$ cat src/rtl/clkcfg_pkg.sv
package clkcfg_pkg;
    localparam int NUM_BYTES  = 4;
    localparam int BYTE_W     = 8;
    localparam int IDX_W      = $clog2(NUM_BYTES);
    localparam int BIT_CNT_W  = $clog2(BYTE_W) + 1;
    localparam int OE_W       = 2 * BYTE_W + 1;
    localparam int REF_OE_W   = 12;
    localparam int DIV_W      = 5;
    localparam int ID_W       = 7;

    localparam logic [6:0] ADDR_STRAP_LO = 7'b1001110;
    localparam logic [6:0] ADDR_STRAP_HI = 7'b1001100;

    localparam logic [OE_W-1:0] REF_OE_MASK = OE_W'((1 << REF_OE_W) - 1);

    typedef enum logic [2:0] {
        ST_IDLE,
        ST_ADDR,
        ST_ADDR_ACK,
        ST_WR_BYTE,
        ST_WR_ACK,
        ST_WR_DONE,
        ST_RD_BYTE,
        ST_RD_ACK
    } slv_state_t;

    function automatic logic [BYTE_W-1:0] reg_default(input int idx);
        case (idx)
            0:       return 8'hF7;
            1:       return 8'hFF;
            2:       return 8'hA0;
            default: return 8'h53;
        endcase
    endfunction
endpackage

$ cat src/rtl/i2c_line_sync.sv
module i2c_line_sync #(
    parameter int SYNC_STAGES = 2
) (
    input  logic clk,
    input  logic rst_n,
    input  logic scl_i,
    input  logic sda_i,
    output logic sda_s,
    output logic scl_rise,
    output logic scl_fall,
    output logic start_det,
    output logic stop_det
);
    logic [SYNC_STAGES-1:0] scl_pipe;
    logic [SYNC_STAGES-1:0] sda_pipe;
    logic                   scl_prev;
    logic                   sda_prev;
    logic                   scl_s;

    always_ff @(posedge clk or negedge rst_n) begin
        if (!rst_n) begin
            scl_pipe <= '1;
            sda_pipe <= '1;
            scl_prev <= 1'b1;
            sda_prev <= 1'b1;
        end else begin
            scl_pipe[0] <= scl_i;
            sda_pipe[0] <= sda_i;
            for (int k = 1; k < SYNC_STAGES; k++) begin
                scl_pipe[k] <= scl_pipe[k-1];
                sda_pipe[k] <= sda_pipe[k-1];
            end
            scl_prev <= scl_s;
            sda_prev <= sda_s;
        end
    end

    assign scl_s     = scl_pipe[SYNC_STAGES-1];
    assign sda_s     = sda_pipe[SYNC_STAGES-1];
    assign scl_rise  = scl_s & ~scl_prev;
    assign scl_fall  = ~scl_s & scl_prev;
    assign start_det = scl_s & scl_prev & sda_prev & ~sda_s;
    assign stop_det  = scl_s & scl_prev & ~sda_prev & sda_s;
endmodule

$ cat src/rtl/cfg_reg_bank.sv
module cfg_reg_bank
    import clkcfg_pkg::*;
(
    input  logic                        clk,
    input  logic                        rst_n,
    input  logic                        wr_en,
    input  logic [IDX_W-1:0]            wr_idx,
    input  logic [BYTE_W-1:0]           wr_data,
    input  logic                        commit,
    input  logic [IDX_W-1:0]            rd_idx,
    output logic [BYTE_W-1:0]           rd_data,
    output logic [NUM_BYTES*BYTE_W-1:0] live_flat
);
    for (genvar g = 0; g < NUM_BYTES; g++) begin : g_byte
        logic [BYTE_W-1:0] shadow_q;
        logic [BYTE_W-1:0] live_q;

        always_ff @(posedge clk or negedge rst_n) begin
            if (!rst_n) begin
                shadow_q <= reg_default(g);
                live_q   <= reg_default(g);
            end else begin
                if (wr_en && (wr_idx == IDX_W'(g))) shadow_q <= wr_data;
                if (commit) live_q <= shadow_q;
            end
        end

        assign live_flat[g*BYTE_W +: BYTE_W] = live_q;
    end

    assign rd_data = live_flat[rd_idx*BYTE_W +: BYTE_W];
endmodule

$ cat src/rtl/cfg_i2c_fsm.sv
module cfg_i2c_fsm
    import clkcfg_pkg::*;
(
    input  logic              clk,
    input  logic              rst_n,
    input  logic              addr_sel,
    input  logic              sda_s,
    input  logic              scl_rise,
    input  logic              scl_fall,
    input  logic              start_det,
    input  logic              stop_det,
    input  logic [BYTE_W-1:0] rd_data,
    output logic              wr_en,
    output logic [IDX_W-1:0]  wr_idx,
    output logic [BYTE_W-1:0] wr_data,
    output logic              commit,
    output logic [IDX_W-1:0]  rd_idx,
    output logic              sda_pull_low,
    output slv_state_t        state
);
    localparam logic [IDX_W-1:0]     LAST_IDX = IDX_W'(NUM_BYTES - 1);
    localparam logic [BIT_CNT_W-1:0] FULL_CNT = BIT_CNT_W'(BYTE_W);

    slv_state_t           state_q,  state_d;
    logic [BIT_CNT_W-1:0] bit_q,    bit_d;
    logic [IDX_W-1:0]     byte_q,   byte_d;
    logic [BYTE_W-1:0]    shift_q,  shift_d;
    logic                 rnw_q,    rnw_d;
    logic                 mack_q,   mack_d;
    logic                 full_q,   full_d;
    logic                 drive_q,  drive_d;
    logic [6:0]           my_addr;

    assign my_addr = addr_sel ? ADDR_STRAP_HI : ADDR_STRAP_LO;

    always_ff @(posedge clk or negedge rst_n) begin
        if (!rst_n) begin
            state_q <= ST_IDLE;
            bit_q   <= '0;
            byte_q  <= '0;
            shift_q <= '0;
            rnw_q   <= 1'b0;
            mack_q  <= 1'b0;
            full_q  <= 1'b0;
            drive_q <= 1'b0;
        end else begin
            state_q <= state_d;
            bit_q   <= bit_d;
            byte_q  <= byte_d;
            shift_q <= shift_d;
            rnw_q   <= rnw_d;
            mack_q  <= mack_d;
            full_q  <= full_d;
            drive_q <= drive_d;
        end
    end

    assign rd_idx = (state_q == ST_RD_ACK) ? byte_q + 1'b1 : byte_q;

    always_comb begin
        state_d = state_q;
        bit_d   = bit_q;
        byte_d  = byte_q;
        shift_d = shift_q;
        rnw_d   = rnw_q;
        mack_d  = mack_q;
        full_d  = full_q;
        drive_d = drive_q;
        wr_en   = 1'b0;
        commit  = 1'b0;
        if (stop_det) begin
            state_d = ST_IDLE;
            drive_d = 1'b0;
            commit  = full_q;
            full_d  = 1'b0;
        end else if (start_det) begin
            state_d = ST_ADDR;
            bit_d   = '0;
            byte_d  = '0;
            drive_d = 1'b0;
            full_d  = 1'b0;
        end else begin
            unique case (state_q)
                ST_IDLE, ST_WR_DONE: begin
                end
                ST_ADDR, ST_WR_BYTE: begin
                    if (scl_rise) begin
                        shift_d = {shift_q[BYTE_W-2:0], sda_s};
                        bit_d   = bit_q + 1'b1;
                    end else if (scl_fall && bit_q == FULL_CNT) begin
                        if (state_q == ST_WR_BYTE) begin
                            wr_en   = 1'b1;
                            state_d = ST_WR_ACK;
                            drive_d = 1'b1;
                        end else if (shift_q[7:1] == my_addr) begin
                            state_d = ST_ADDR_ACK;
                            rnw_d   = shift_q[0];
                            drive_d = 1'b1;
                        end else begin
                            state_d = ST_IDLE;
                        end
                    end
                end
                ST_ADDR_ACK: begin
                    if (scl_fall) begin
                        byte_d = '0;
                        if (rnw_q) begin
                            state_d = ST_RD_BYTE;
                            shift_d = rd_data;
                            drive_d = ~rd_data[BYTE_W-1];
                            bit_d   = BIT_CNT_W'(1);
                        end else begin
                            state_d = ST_WR_BYTE;
                            drive_d = 1'b0;
                            bit_d   = '0;
                        end
                    end
                end
                ST_WR_ACK: begin
                    if (scl_fall) begin
                        drive_d = 1'b0;
                        bit_d   = '0;
                        if (byte_q == LAST_IDX) begin
                            state_d = ST_WR_DONE;
                            full_d  = 1'b1;
                        end else begin
                            byte_d  = byte_q + 1'b1;
                            state_d = ST_WR_BYTE;
                        end
                    end
                end
                ST_RD_BYTE: begin
                    if (scl_fall) begin
                        if (bit_q == FULL_CNT) begin
                            drive_d = 1'b0;
                            state_d = ST_RD_ACK;
                        end else begin
                            shift_d = {shift_q[BYTE_W-2:0], 1'b0};
                            drive_d = ~shift_q[BYTE_W-2];
                            bit_d   = bit_q + 1'b1;
                        end
                    end
                end
                ST_RD_ACK: begin
                    if (scl_rise) begin
                        mack_d = ~sda_s;
                    end else if (scl_fall) begin
                        if (mack_q && byte_q != LAST_IDX) begin
                            byte_d  = byte_q + 1'b1;
                            state_d = ST_RD_BYTE;
                            shift_d = rd_data;
                            drive_d = ~rd_data[BYTE_W-1];
                            bit_d   = BIT_CNT_W'(1);
                        end else begin
                            state_d = ST_IDLE;
                        end
                    end
                end
                default: state_d = ST_IDLE;
            endcase
        end
    end

    assign wr_idx       = byte_q;
    assign wr_data      = shift_q;
    assign sda_pull_low = drive_q;
    assign state        = state_q;
endmodule

$ cat src/rtl/clkgen_cfg_slave.sv
module clkgen_cfg_slave
    import clkcfg_pkg::*;
(
    input  logic            clk,
    input  logic            rst_n,
    input  logic            addr_sel,
    input  logic            scl_i,
    input  logic            sda_i,
    output logic            sda_pull_low,
    output logic [OE_W-1:0] out_en,
    output logic [DIV_W-1:0] div_code,
    output logic            spread_en,
    output logic            bypass_en,
    output logic            freq_sel,
    output logic [ID_W-1:0] id_code
);
    logic                        sda_s;
    logic                        scl_rise;
    logic                        scl_fall;
    logic                        start_det;
    logic                        stop_det;
    logic                        wr_en;
    logic [IDX_W-1:0]            wr_idx;
    logic [BYTE_W-1:0]           wr_data;
    logic                        commit;
    logic [IDX_W-1:0]            rd_idx;
    logic [BYTE_W-1:0]           rd_data;
    logic [NUM_BYTES*BYTE_W-1:0] live_flat;
    slv_state_t                  fsm_state;
    logic [OE_W-1:0]             oe_raw;

    i2c_line_sync #(.SYNC_STAGES(2)) u_sync (
        .clk       (clk),
        .rst_n     (rst_n),
        .scl_i     (scl_i),
        .sda_i     (sda_i),
        .sda_s     (sda_s),
        .scl_rise  (scl_rise),
        .scl_fall  (scl_fall),
        .start_det (start_det),
        .stop_det  (stop_det)
    );

    cfg_i2c_fsm u_fsm (
        .clk          (clk),
        .rst_n        (rst_n),
        .addr_sel     (addr_sel),
        .sda_s        (sda_s),
        .scl_rise     (scl_rise),
        .scl_fall     (scl_fall),
        .start_det    (start_det),
        .stop_det     (stop_det),
        .rd_data      (rd_data),
        .wr_en        (wr_en),
        .wr_idx       (wr_idx),
        .wr_data      (wr_data),
        .commit       (commit),
        .rd_idx       (rd_idx),
        .sda_pull_low (sda_pull_low),
        .state        (fsm_state)
    );

    cfg_reg_bank u_bank (
        .clk       (clk),
        .rst_n     (rst_n),
        .wr_en     (wr_en),
        .wr_idx    (wr_idx),
        .wr_data   (wr_data),
        .commit    (commit),
        .rd_idx    (rd_idx),
        .rd_data   (rd_data),
        .live_flat (live_flat)
    );

    assign oe_raw    = {live_flat[0 +: BYTE_W], live_flat[BYTE_W +: BYTE_W],
                        live_flat[3*BYTE_W-1]};
    assign out_en    = rst_n ? oe_raw : (oe_raw & ~REF_OE_MASK);
    assign div_code  = live_flat[2*BYTE_W+2 +: DIV_W];
    assign spread_en = live_flat[2*BYTE_W+1];
    assign bypass_en = live_flat[2*BYTE_W];
    assign freq_sel  = live_flat[4*BYTE_W-1];
    assign id_code   = live_flat[3*BYTE_W +: ID_W];
endmodule

$ cat config.mk
export PLATFORM = sky130hd
export DESIGN_NAME = clkgen_cfg_slave
export DESIGN_NICKNAME = d
export VERILOG_FILES = /design/src/rtl/clkcfg_pkg.sv /design/src/rtl/i2c_line_sync.sv /design/src/rtl/cfg_reg_bank.sv /design/src/rtl/cfg_i2c_fsm.sv /design/src/rtl/clkgen_cfg_slave.sv
export SDC_FILE = /design/constraint.sdc
export NUM_CORES = 1
export LEC_CHECK = 0
export CAP_MARGIN = 20
export CORE_AREA = 2 2 137 72
export DETAILED_ROUTE_END_ITERATION = 10
export DIE_AREA = 0 0 139 74
export PLACE_DENSITY = 0.76
export SETUP_SLACK_MARGIN = 0.5
export SLEW_MARGIN = 20
export SYNTH_ARGS = -nofsm -noshare
export SYNTH_HDL_FRONTEND = slang
export SYNTH_HIERARCHICAL = 1
export SYNTH_SLANG_ARGS = --single-unit
$ cat constraint.sdc
create_clock -name clk -period 3.9 [get_ports clk]
set_clock_uncertainty 0.15 [all_clocks]
set_input_delay 1.17 -clock clk [delete_from_list [all_inputs] [get_ports clk]]
set_output_delay 1.17 -clock clk [all_outputs]
set_load 0.005 [all_outputs]
After elaboration in Yosys (flattened, before gate mapping)
Cells that the tools add are included.
Widths: inputs -> output; s select.
{"block": "classes", "n_eq_ne": 39, "bitwise_logic": 17, "n_addsub": 2, "n_shift": 1, "reduce_logical": 23, "n_mux": 74}
{"operator": "$mux 8", "n": 8}
{"operator": "$mux 3", "n": 14}
{"operator": "$mux 4", "n": 9}
{"operator": "$pmux 8 s4", "n": 1}
{"operator": "$shiftx 32x6->8", "n": 1}
{"operator": "$mux 1", "n": 27}
{"operator": "$ne 4x3->1 const B", "n": 6}
{"operator": "$mux 2", "n": 10}
{"operator": "$pmux 4 s5", "n": 1}
{"operator": "$reduce_and 10->1", "n": 2}
{"operator": "$ne 3x3->1 const B", "n": 5}
{"operator": "$pmux 3 s5", "n": 1}
{"operator": "$mux 12", "n": 1}
{"operator": "$ne 3x2->1 const B", "n": 4}
{"operator": "$ne 4x4->1 const B", "n": 3}
{"operator": "$reduce_and 11->1", "n": 1}
{"operator": "$ne 2x2->1 const B", "n": 5}
{"operator": "$not 1->1", "n": 10}
{"operator": "$eq 3x3->1 const B", "n": 3}
{"operator": "$reduce_and 9->1", "n": 1}
{"operator": "$reduce_bool 3->1", "n": 3}
{"operator": "$ne 2x1->1 const B", "n": 4}
{"operator": "$reduce_and 8->1", "n": 1}
{"operator": "$reduce_bool 4->1", "n": 2}
{"operator": "20 further kinds", "n": 33}
{"block": "totals", "input_bits": 5, "ff_bits": 91, "elab_cells": 176, "output_inout_bits": 33}

Logic depth before layout (Yosys ltp)
Gate-level depths: netlist of the first run.
{"block": "depth", "depth_word": 10, "depth_mapped": 11}

Hierarchy
The synthesis of the first run kept the hierarchy.
{"mod": "cfg_reg_bank", "area_per_inst_um2": 2633.8, "cells_per_inst": 146, "n_inst": 1, "seq_area_each_um2": 1654.1}
{"mod": "cfg_i2c_fsm", "area_per_inst_um2": 1531.5, "cells_per_inst": 175, "n_inst": 1, "seq_area_each_um2": 525.5}
{"mod": "i2c_line_sync", "area_per_inst_um2": 190.2, "cells_per_inst": 10, "n_inst": 1, "seq_area_each_um2": 157.7}
{"mod": "clkgen_cfg_slave", "area_per_inst_um2": 96.3, "cells_per_inst": 13, "n_inst": 1, "seq_area_each_um2": 0.0}

Worst setup path before layout of the first run
Ideal clock, no wire load.
{"block": "synth_timing", "path_type": "input to output", "from": "in rst_n", "to": "out out_en[0]", "cell_stages": 2, "arrival_time_ps": 1435, "path_slack_ps": 1145, "n_path_buf": 1, "cell_sequence": "buf_6 > and2_2"}
{"block": "synth_via", "elab_chain_cells": 1}
{"element": "from (decl)", "line_no": "clkgen_cfg_slave.sv:5", "text": "input logic rst_n,"}
{"element": "$mux 12", "line_no": "clkgen_cfg_slave.sv:77", "text": "assign out_en = rst_n ? oe_raw : (oe_raw & ~REF_OE_MASK);"}
{"element": "to (decl)", "line_no": "clkgen_cfg_slave.sv:10", "text": "output logic [OE_W-1:0] out_en,"}
No other way between the ends.

Worst setup path after layout of the first run
Ends and elaborated chain as after synthesis.

==> results.toml, run 1 <==
[power_and_ir_drop]
p_sw_mw = 0.697
ir_drop_v = 0.000261
p_int_mw = 1.83
clkPwrFrac_pct = 40.4
power_density_nw_per_um2 = 472
p_sw_share_pct = 27.6
comb_power_share_pct = 14.9
seqPwrFrac_pct = 44.7
power_leakage_nw = 2.32
total_power_mw = 2.53

[final_layout]
final.fill_count = 746
fin_util_pct = 58.7
instances_no_fill = 516
final_nets = 398
num_antenna_cells = 0
drive_above_1_share_pct = 42.5
area_delta_synth_final_pct = 20.4

[floorplan]
die_w_microns = 139
core_sq_um = 9130
rows = 25
initial_utilization_pct = 48.7
die_area_sq_um = 10300
die_h_microns = 74
pin_count = 38

[synth]
netlist.area_leader.share_pct = 28.3
synth_async_sr_flop_share_pct = 100
ys.flop_type = "dfstp_2"
synth_edf_count = 0
synth.yosys.seq_area_share_pct = 52.5
synth_common_cells = "mux2_2 (64), dfstp_2 (48), dfrtp_1 (43)"
avgSynthCellArea_sq_um = 12.9
yosysMostFrequentCell = "mux2_2"
synth-seq-cells = 91
synth_cells = 344
netlist_area_sq_um = 4450
syn_nets = 352
synth_cell_types = 64
yosys.area.top_type = "dfstp_2"
synth_warnings = 6
synth_area_leaders = "dfstp_2 (28%), dfrtp_1 (24%), mux2_2 (16%)"

[clock_tree]
cts_tree = "yes"
cts_setup_buffers = 0
root_buffer = "clkbuf_16"
path_clk_slew_ns = 0.06
clock_latency_ns = 0.34
clock_sinks = 91
cts.path.max_buffers = 2
numCtsBuffers = 9
h-tree-depth = 3

[worst_setup_path]
crit_family = "buffers and inverters"
crit_chain = "buf_12, and2_2, clkdlybuf4s50_1"
critPathKind = "in -> out"
required_ns = 2.58
max_stage_delay_ns = 0.49
crit_slowest_cell = "clkdlybuf4s50_1"
timing.rr.end = "u_fsm/wr_data[0]"
cp_num_cells = 3
cp-endpoint = "out_en[0]"
reg2reg_depth = 8
worstSetupEndpointType = "primary output"
crit_path_start_kind = "input pin"
critical_path.startpoint = "rst_n"
path_max_fanout = 30
r2r_slack_ns = 1.08
worst-path-buf-inv = 2
arrival_ns = 1.99
r2r_start = "u_fsm/state[0]"

[routing]
ant_nets = 0
drt_iter0_markers = 282
drcViolationCount = 0
wire_per_inst_microns = 19.3
post_drt_via_cell_ratio = 5.75
drt_wl_total_microns = 9950
vias = 2968
firstDrtPassIters = 5

[global_route]
grt_max_degree = 33
antenna_found_initial = 0
grt_pass1_wl_microns = 16300
grt_pass1_vias = 2913
overflow = 0
grtUsageTotal_pct = 21.1

[timing]
tightest_slew_ns = 0.607
rsz0062_at_grt = "false"
final.setup.tns_ns = 0
slew_headroom_pct = 58.5
min_period_over_period_pct = 84.9
slew_violations = 0
min_period_ns = 3.31
hold_violations = 0
fmax_mhz = 302
setup_viol = 0

[placement]
io_buffers = 37
dp_cells = 500
post-dp-hpwl_microns = 7090
place_congestion = 0.940

[run]
cap_viol_max_count = 0

[worst_hold_path]
min_path_type = "reg -> reg"

[status]
status = "complete, no violations"
logic make-up (layout without fill, tap and decap cells):
family | count (synthesis) | count (layout) | synth area share, %
DFF | 91 | 91 | 52.5
muxes | 87 | 87 | 23.7
and+or+nand+nor | 85 | 85 | 11.8
AOI/OAI and AO/OA | 52 | 52 | 7.98
buffers and inverters | 23 | 74 | 2.59
adders and majority gates | 3 | 3 | 0.843
xor gates and xnor gates | 3 | 3 | 0.590
cell usage in the layout (no fill, tap or decap), drive strengths merged, types with 6 or more instances in the layout:
| cell type | count |
|---|---|
| mux2 | 68 |
| dfstp | 48 |
| dfrtp | 43 |
| clkdlybuf4s50 | 36 |
| nand2 | 17 |
| o21ai | 17 |
| buf | 15 |
| and2 | 15 |
| mux2i | 11 |
| clkbuf | 11 |
| nor2 | 10 |
| mux4 | 8 |
| nand3 | 8 |
| inv | 7 |
| nor2b | 6 |
metal layers:
| metal | vias to the layer above | share of wire, % | global-route usage (%) | wire, microns |
|---|---|---|---|---|
| li1 | 1371 | - | - | - |
| met3 | 11 | 6.9 | 6.25 | 691 |
| met2 | 103 | 38 | 26.8 | 3800 |
| met5 | - | 0 | 0 | 0 |
| met1 | 1483 | 54 | 34.0 | 5370 |
| met4 | 0 | 0.91 | 6.17 | 91 |
cell type report:
| cell class | instances | area, sq um | share of cell area, % |
|---|---|---|---|
| clock inverter | 5 | 108 | 2.01 |
| multi-input combinational | 230 | 2000 | 37.3 |
| inverter | 7 | 26.3 | 0.490 |
| timing repair buffer | 51 | 485 | 9.06 |
| tap | 121 | 151 | 2.82 |
| sequential | 91 | 2340 | 43.6 |
| clock buffer | 11 | 253 | 4.72 |
sequential cells by signal (all words and copies together), names as in the netlist:
name,cells
u_fsm/state,3
u_sync/sda_prev,1
u_fsm/sda_pull_low,1
u_sync/sda_pipe,2
u_bank/g_byte.shadow_q,32
u_sync/scl_prev,1
u_fsm/wr_idx,2
u_fsm/wr_data,8
u_fsm/full_q,1
u_fsm/bit_q,4
u_sync/scl_pipe,2
u_fsm/mack_q,1
u_bank/g_byte.live_q,32
u_fsm/rnw_q,1
power by group through the flow:
stage / Clock, mW / Sequential, mW / Combinational, mW
floorplan: 0 / 1.09 / 0.283
finish: 1.02 / 1.13 / 0.378
CTS: 1.04 / 1.13 / 0.371
detailed placement: 0 / 1.14 / 0.370
global route: 1.08 / 1.14 / 0.423
global placement: 0 / 1.14 / 0.352
worst register-to-register path, cell delays in order (launching register included):
cell      delay [ns]
dfrtp_1         0.61
buf_4           0.26
nand2_4         0.10
xnor2_1         0.25
buf_4           0.21
mux4_2          0.55
a22o_1          0.22
a221oi_1        0.25
o21ai_0         0.11
stage by stage:
stage / hold slack [ns] / instance area (sq um) / setup WS (ns)
global route: 0.210 / 5360 / 0.532
CTS: 0.207 / 5360 / 0.527
floorplan: 0.195 / 4450 / 1.14
finish: 0.206 / 5360 / 0.587
global placement: 0.196 / 4990 / 0.397
detailed placement: 0.197 / 4990 / 0.379
repair_timing:
| action | in CTS | in global routing |
|---|---|---|
| gates resized for setup | 2 | 1 |
| endpoints found under the setup margin | 12 | 8 |
| hold buffers | 0 | 0 |
how the worst min path moves through the flow:
stage                                   from                 end  slack [ns]  cells past startpoint
final                     u_sync/scl_pipe[0]  u_sync/scl_pipe[1]        0.21                      0
after global routing      u_sync/sda_pipe[0]  u_sync/sda_pipe[1]        0.21                      0
after CTS                 u_sync/scl_pipe[0]  u_sync/scl_pipe[1]        0.21                      0
after detailed placement  u_sync/scl_pipe[0]  u_sync/scl_pipe[1]        0.20                      0
after global placement    u_sync/scl_pipe[0]  u_sync/scl_pipe[1]        0.20                      0
after floorplan           u_sync/scl_pipe[0]  u_sync/scl_pipe[1]        0.20                      0
No activity file was read; power rests on OpenSTA's default activity.
==> run 2: changes to the inputs <==
==> constraint.sdc (replaced) <==
create_clock -name clk -period 3.1 [get_ports clk]
set_clock_uncertainty 0.15 [all_clocks]
set_input_delay 0.93 -clock clk [delete_from_list [all_inputs] [get_ports clk]]
set_output_delay 0.93 -clock clk [all_outputs]
set_load 0.005 [all_outputs]
==> results.toml, run 2 (same netlist as run 1, synthesis figures left out) <==
[power_and_ir_drop]
power_leakage_nw = 2.39
p_sw_share_pct = 30.0
power_density_nw_per_um2 = 560
comb_power_share_pct = 17.1
seqPwrFrac_pct = 46.8
p_int_mw = 2.11
p_sw_mw = 0.903
clkPwrFrac_pct = 36.1
ir_drop_v = 0.000326

[floorplan]
die_h_microns = 74
rows = 25
initial_utilization_pct = 48.7
pin_count = 38
die_area_sq_um = 10300
core_sq_um = 9130
die_w_microns = 139

[final_layout]
layout_commonest_cell = "mux2_2"
num_antenna_cells = 0
stdcell_area_sq_um = 5380
final_nets = 402
layout_common_cells = "mux2_2 (64), dfstp_2 (48), dfrtp_1 (42)"
drive_above_1_share_pct = 43.9
instances_no_fill = 520
area_delta_synth_final_pct = 20.8
fin_util_pct = 58.9

[global_route]
overflow = 0
grtUsageTotal_pct = 22.0
antenna_found_initial = 0
grt_pass1_wl_microns = 16900
grt_max_degree = 37
grt_pass1_vias = 2943

[timing]
hold_violations = 0
slew_headroom_pct = 66.2
tightest_slew_ns = 0.506
min_period_ns = 2.58
hold-worst-slack_ns = 0.207
setup_viol = 0
final.setup.tns_ns = 0
rsz0062_at_grt = "false"
fmax_mhz = 388
min_period_over_period_pct = 83.2
slew_violations = 0

[clock_tree]
path_clk_slew_ns = 0.06
clock_sinks = 91
cts.path.max_buffers = 2
cts_tree = "yes"
numCtsBuffers = 9
h-tree-depth = 3
root_buffer = "clkbuf_16"
clock_latency_ns = 0.35

[routing]
drt_iter0_markers = 281
drt_wl_total_microns = 10600
post_drt_via_cell_ratio = 5.85
vias = 3040
ant_nets = 0
firstDrtPassIters = 5
wire_per_inst_microns = 20.3
drcViolationCount = 0

[worst_hold_path]
min_path_type = "reg -> reg"

[worst_setup_path]
required_ns = 2.02
max_stage_delay_ns = 0.26
worstSetupEndpointType = "primary output"
path_max_fanout = 12
crit_slowest_cell = "dlygate4sd2_1"
crit_path_start_kind = "input pin"
crit_chain = "buf_16, and2_2, dlygate4sd2_1"
arrival_ns = 1.50
r2r_slack_ns = 0.62
critPathKind = "in -> out"

[run]
cap_viol_max_count = 0

[placement]
place_area_sq_um = 4990
io_buffers = 37
dp_cells = 501
place_congestion = 0.935
post-dp-hpwl_microns = 7280

[status]
status = "complete, no violations"
run 2: cell count changes in the layout (fill, tap and decap cells not counted), sizes merged:
| cell | before | now |
|---|---|---|
| buf | 15 | 18 |
| dlygate4sd2 | 0 | 12 |
| clkbuf | 11 | 12 |
| clkdlybuf4s50 | 36 | 24 |
| bufbuf | 0 | 1 |
| clkinvlp | 0 | 2 |
| bufinv | 3 | 0 |
run 2: worst paths after layout:
path | startpoint | to | depth (start not counted)
worst max-delay path | rst_n | out_en[11] | 3
worst min-delay path | u_sync/sda_pipe[0] | u_sync/sda_pipe[1] | 0
min in group asynchronous | rst_n | u_fsm/full_q | 2
worst max register to register | u_fsm/state[2] | u_fsm/wr_data[0] | 8
max in group asynchronous | rst_n | u_bank/g_byte[0].shadow_q[0] | 2
worst min register to register | u_sync/sda_pipe[0] | u_sync/sda_pipe[1] | 0
run 2: final cells by class:
cell class	instances	area, sq um
Timing Repair Buffer	55	537
Sequential cell	91	2340
Clock inverter	4	32.5
Inverter	7	26.3
Fill cell	744	3750
Multi-Input combinational cell	230	2030
Clock buffer	12	268
Tap cell	121	151
run 2: worst max-delay path: cells and delay by family:
kind	cells	cell delay, ns
buf+inv	2	0.39
simple gates	1	0.17
run 2: metrics by stage:
stage          worst slack [ns]  total power, mW
2_1_floorplan             0.630             1.72
3_3_place_gp              0.141             1.89
3_5_place_dp              0.120             1.91
4_1_cts                   0.519             3.01
5_1_grt                   0.501             3.16
6_report                  0.522             3.01
run 2: repair_timing:
item | 4_1_cts | 5_1_grt
pin swaps | 0 | 0
setup buffers | 2 | 0
hold endpoints to repair | 0 | 0
endpoints found under the setup margin | 17 | 3
hold buffers | 0 | 0
gates cloned | 1 | 0
gates resized for setup | 18 | 5
run 2: power by group through the flow:
| stage | registers (mW) | logic [mW] | clock network, mW |
|---|---|---|---|
| 6_report | 1.41 | 0.515 | 1.09 |
| 5_1_grt | 1.43 | 0.576 | 1.15 |
| 4_1_cts | 1.41 | 0.502 | 1.10 |
| 3_5_place_dp | 1.42 | 0.489 | 0 |
| 3_3_place_gp | 1.41 | 0.478 | 0 |
| 2_1_floorplan | 1.37 | 0.356 | 0 |
run 2: metal layers:
layer  vias to the layer above  GRT usage [%]  wire length (microns)
met3                         9           6.18                    695
met4                         0           4.94                     85
met2                       109           29.8                   4210
li1                       1373              -                      -
met5                         -              0                      0
met1                      1549           34.9                   5560
==> run 3: changes to the inputs <==
==> constraint.sdc (replaced) <==
create_clock -name clk -period 2.4 [get_ports clk]
set_clock_uncertainty 0.15 [all_clocks]
set_input_delay 0.72 -clock clk [delete_from_list [all_inputs] [get_ports clk]]
set_output_delay 0.72 -clock clk [all_outputs]
set_load 0.005 [all_outputs]
==> results.toml, run 3 (same netlist as run 1, synthesis figures left out) <==
[clock_tree]
numCtsBuffers = 9
cts_tree = "yes"
path_clk_slew_ns = 0.06
clock_latency_ns = 0.34
clock_sinks = 91
h-tree-depth = 3
root_buffer = "clkbuf_16"
cts.path.max_buffers = 2

[worst_setup_path]
crit_slowest_cell = "mux4_2"
crit_chain = "and2_4, nand2_4, xnor2_4, buf_6, mux4_2, nor2b_1, o22ai_1, o21ai_1, nand2_1, mux2i_1"
worstSetupEndpointType = "register"
critical_path.startpoint = "u_fsm/state[2]"
r2r_start = "u_fsm/state[2]"
crit_family = "multiplexers"
max_stage_delay_ns = 0.56
crit_path_start_kind = "register"
path_max_fanout = 3
critPathKind = "reg -> reg"
required_ns = 2.51
arrival_ns = 2.50
worst-path-buf-inv = 1

[floorplan]
core_sq_um = 9130
die_area_sq_um = 10300
pin_count = 38
die_w_microns = 139
rows = 25
die_h_microns = 74
initial_utilization_pct = 48.7

[placement]
place_congestion = 1.00
dp_cells = 522
post-dp-hpwl_microns = 7870
io_buffers = 37

[final_layout]
drive_above_1_share_pct = 65.3
area_delta_synth_final_pct = 46.8
final_nets = 490
fin_util_pct = 71.5
layout_common_cells = "buf_4 (72), dfstp_2 (48), dfrtp_1 (41)"
layout_commonest_cell = "buf_4"
num_antenna_cells = 0
instances_no_fill = 608

[run]
cap_viol_max_count = 0

[timing]
min_period_ns = 2.39
hold_violations = 0
slew_violations = 0
setup_viol = 0
slew_headroom_pct = 66.2
tightest_slew_ns = 0.505
fmax_mhz = 419
min_period_over_period_pct = 99.5
rsz0062_at_grt = "true"

[routing]
post_drt_via_cell_ratio = 5.96
drt_wl_total_microns = 13800
wire_per_inst_microns = 22.8
drcViolationCount = 0
wl_met1_microns = 6180
firstDrtPassIters = 6
vias = 3621
wl_met3_microns = 1210
wl_met2_microns = 6280
drt_iter0_markers = 332
highest_layer = "met4"
ant_nets = 0

[global_route]
grtUsageTotal_pct = 25.4
antenna_found_initial = 0
overflow = 0
grt_pass1_vias = 3415
grt_max_degree = 36
grt_pass1_wl_microns = 19500

[power_and_ir_drop]
total_power_mw = 4.31
power_density_nw_per_um2 = 660
ir_drop_v = 0.000404
power_leakage_nw = 3.04

[worst_hold_path]
min_path_type = "in -> async"

[status]
status = "complete, no violations"
-- run 3: changes by cell type in the layout (fill, tap and decap cells not counted), moves of 4 or more --
| cell | change |
|---|---|
| buf_6 | +37 |
| buf_2 | +9 |
| clkdlybuf4s50_1 | -22 |
| buf_12 | +4 |
| and2_1 | -5 |
| mux2_4 | +39 |
| buf_4 | +56 |
| mux2_2 | -36 |
| o21ai_0 | -11 |
| and2_4 | +13 |
| o21ai_1 | +9 |
| and2_2 | -8 |
-- run 3: worst paths after layout --
path / end / slack, ns / depth (start not counted)
worst max-delay path: u_fsm/sda_pull_low / 0.01 / 10
worst min-delay path: u_bank/g_byte[3].live_q[7] / 0.09 / 2
min in group clk: u_sync/scl_pipe[1] / 0.21 / 0
worst min register to register: u_sync/scl_pipe[1] / 0.21 / 0
max in group asynchronous: u_bank/g_byte[3].live_q[1] / 1.04 / 6
worst max register to register: u_fsm/sda_pull_low / 0.01 / 10
-- run 3: layout make-up --
class                           instances  area [sq um]
Sequential cell                        91          2340
Clock buffer                           12           236
Clock inverter                          4          51.3
Fill cell                             591          2600
Timing Repair Buffer                  143          1340
Multi-Input combinational cell        230          2380
Inverter                                7          27.5
Tap cell                              121           151
-- run 3: where the power goes --
part	internal, mW	total, mW	switching (mW)
registers	1.65	1.84	0.187
logic	0.509	1.08	0.567
clock network	0.809	1.40	0.591
-- run 3: timing repair --
action	CTS	global route
gates resized for setup	160	72
gates cloned	2	1
hold endpoints to repair	0	0
endpoints found under the setup margin	115	98
pin swaps	9	17
hold buffers	0	0
setup buffers	46	21
-- run 3: routing by layer --
metal	global-route usage, %	up-vias
met5	0	-
li1	-	1552
met3	7.34	18
met2	37.2	195
met1	37.5	1856
met4	6.62	0
-- run 3: per-stage QoR --
stage | worst slack (ns) | hold slack [ns] | instance area [sq um] | TNS, ns
floorplan | 0.0895 | 0.195 | 4550 | 0
global placement | -0.0854 | 0.196 | 5250 | -0.839
detailed placement | -0.122 | 0.197 | 5250 | -1.02
CTS | 0.148 | 0.0819 | 6050 | 0
global route | -0.0828 | 0.0841 | 6530 | -0.136
finish | 0.0119 | 0.0862 | 6530 | 0
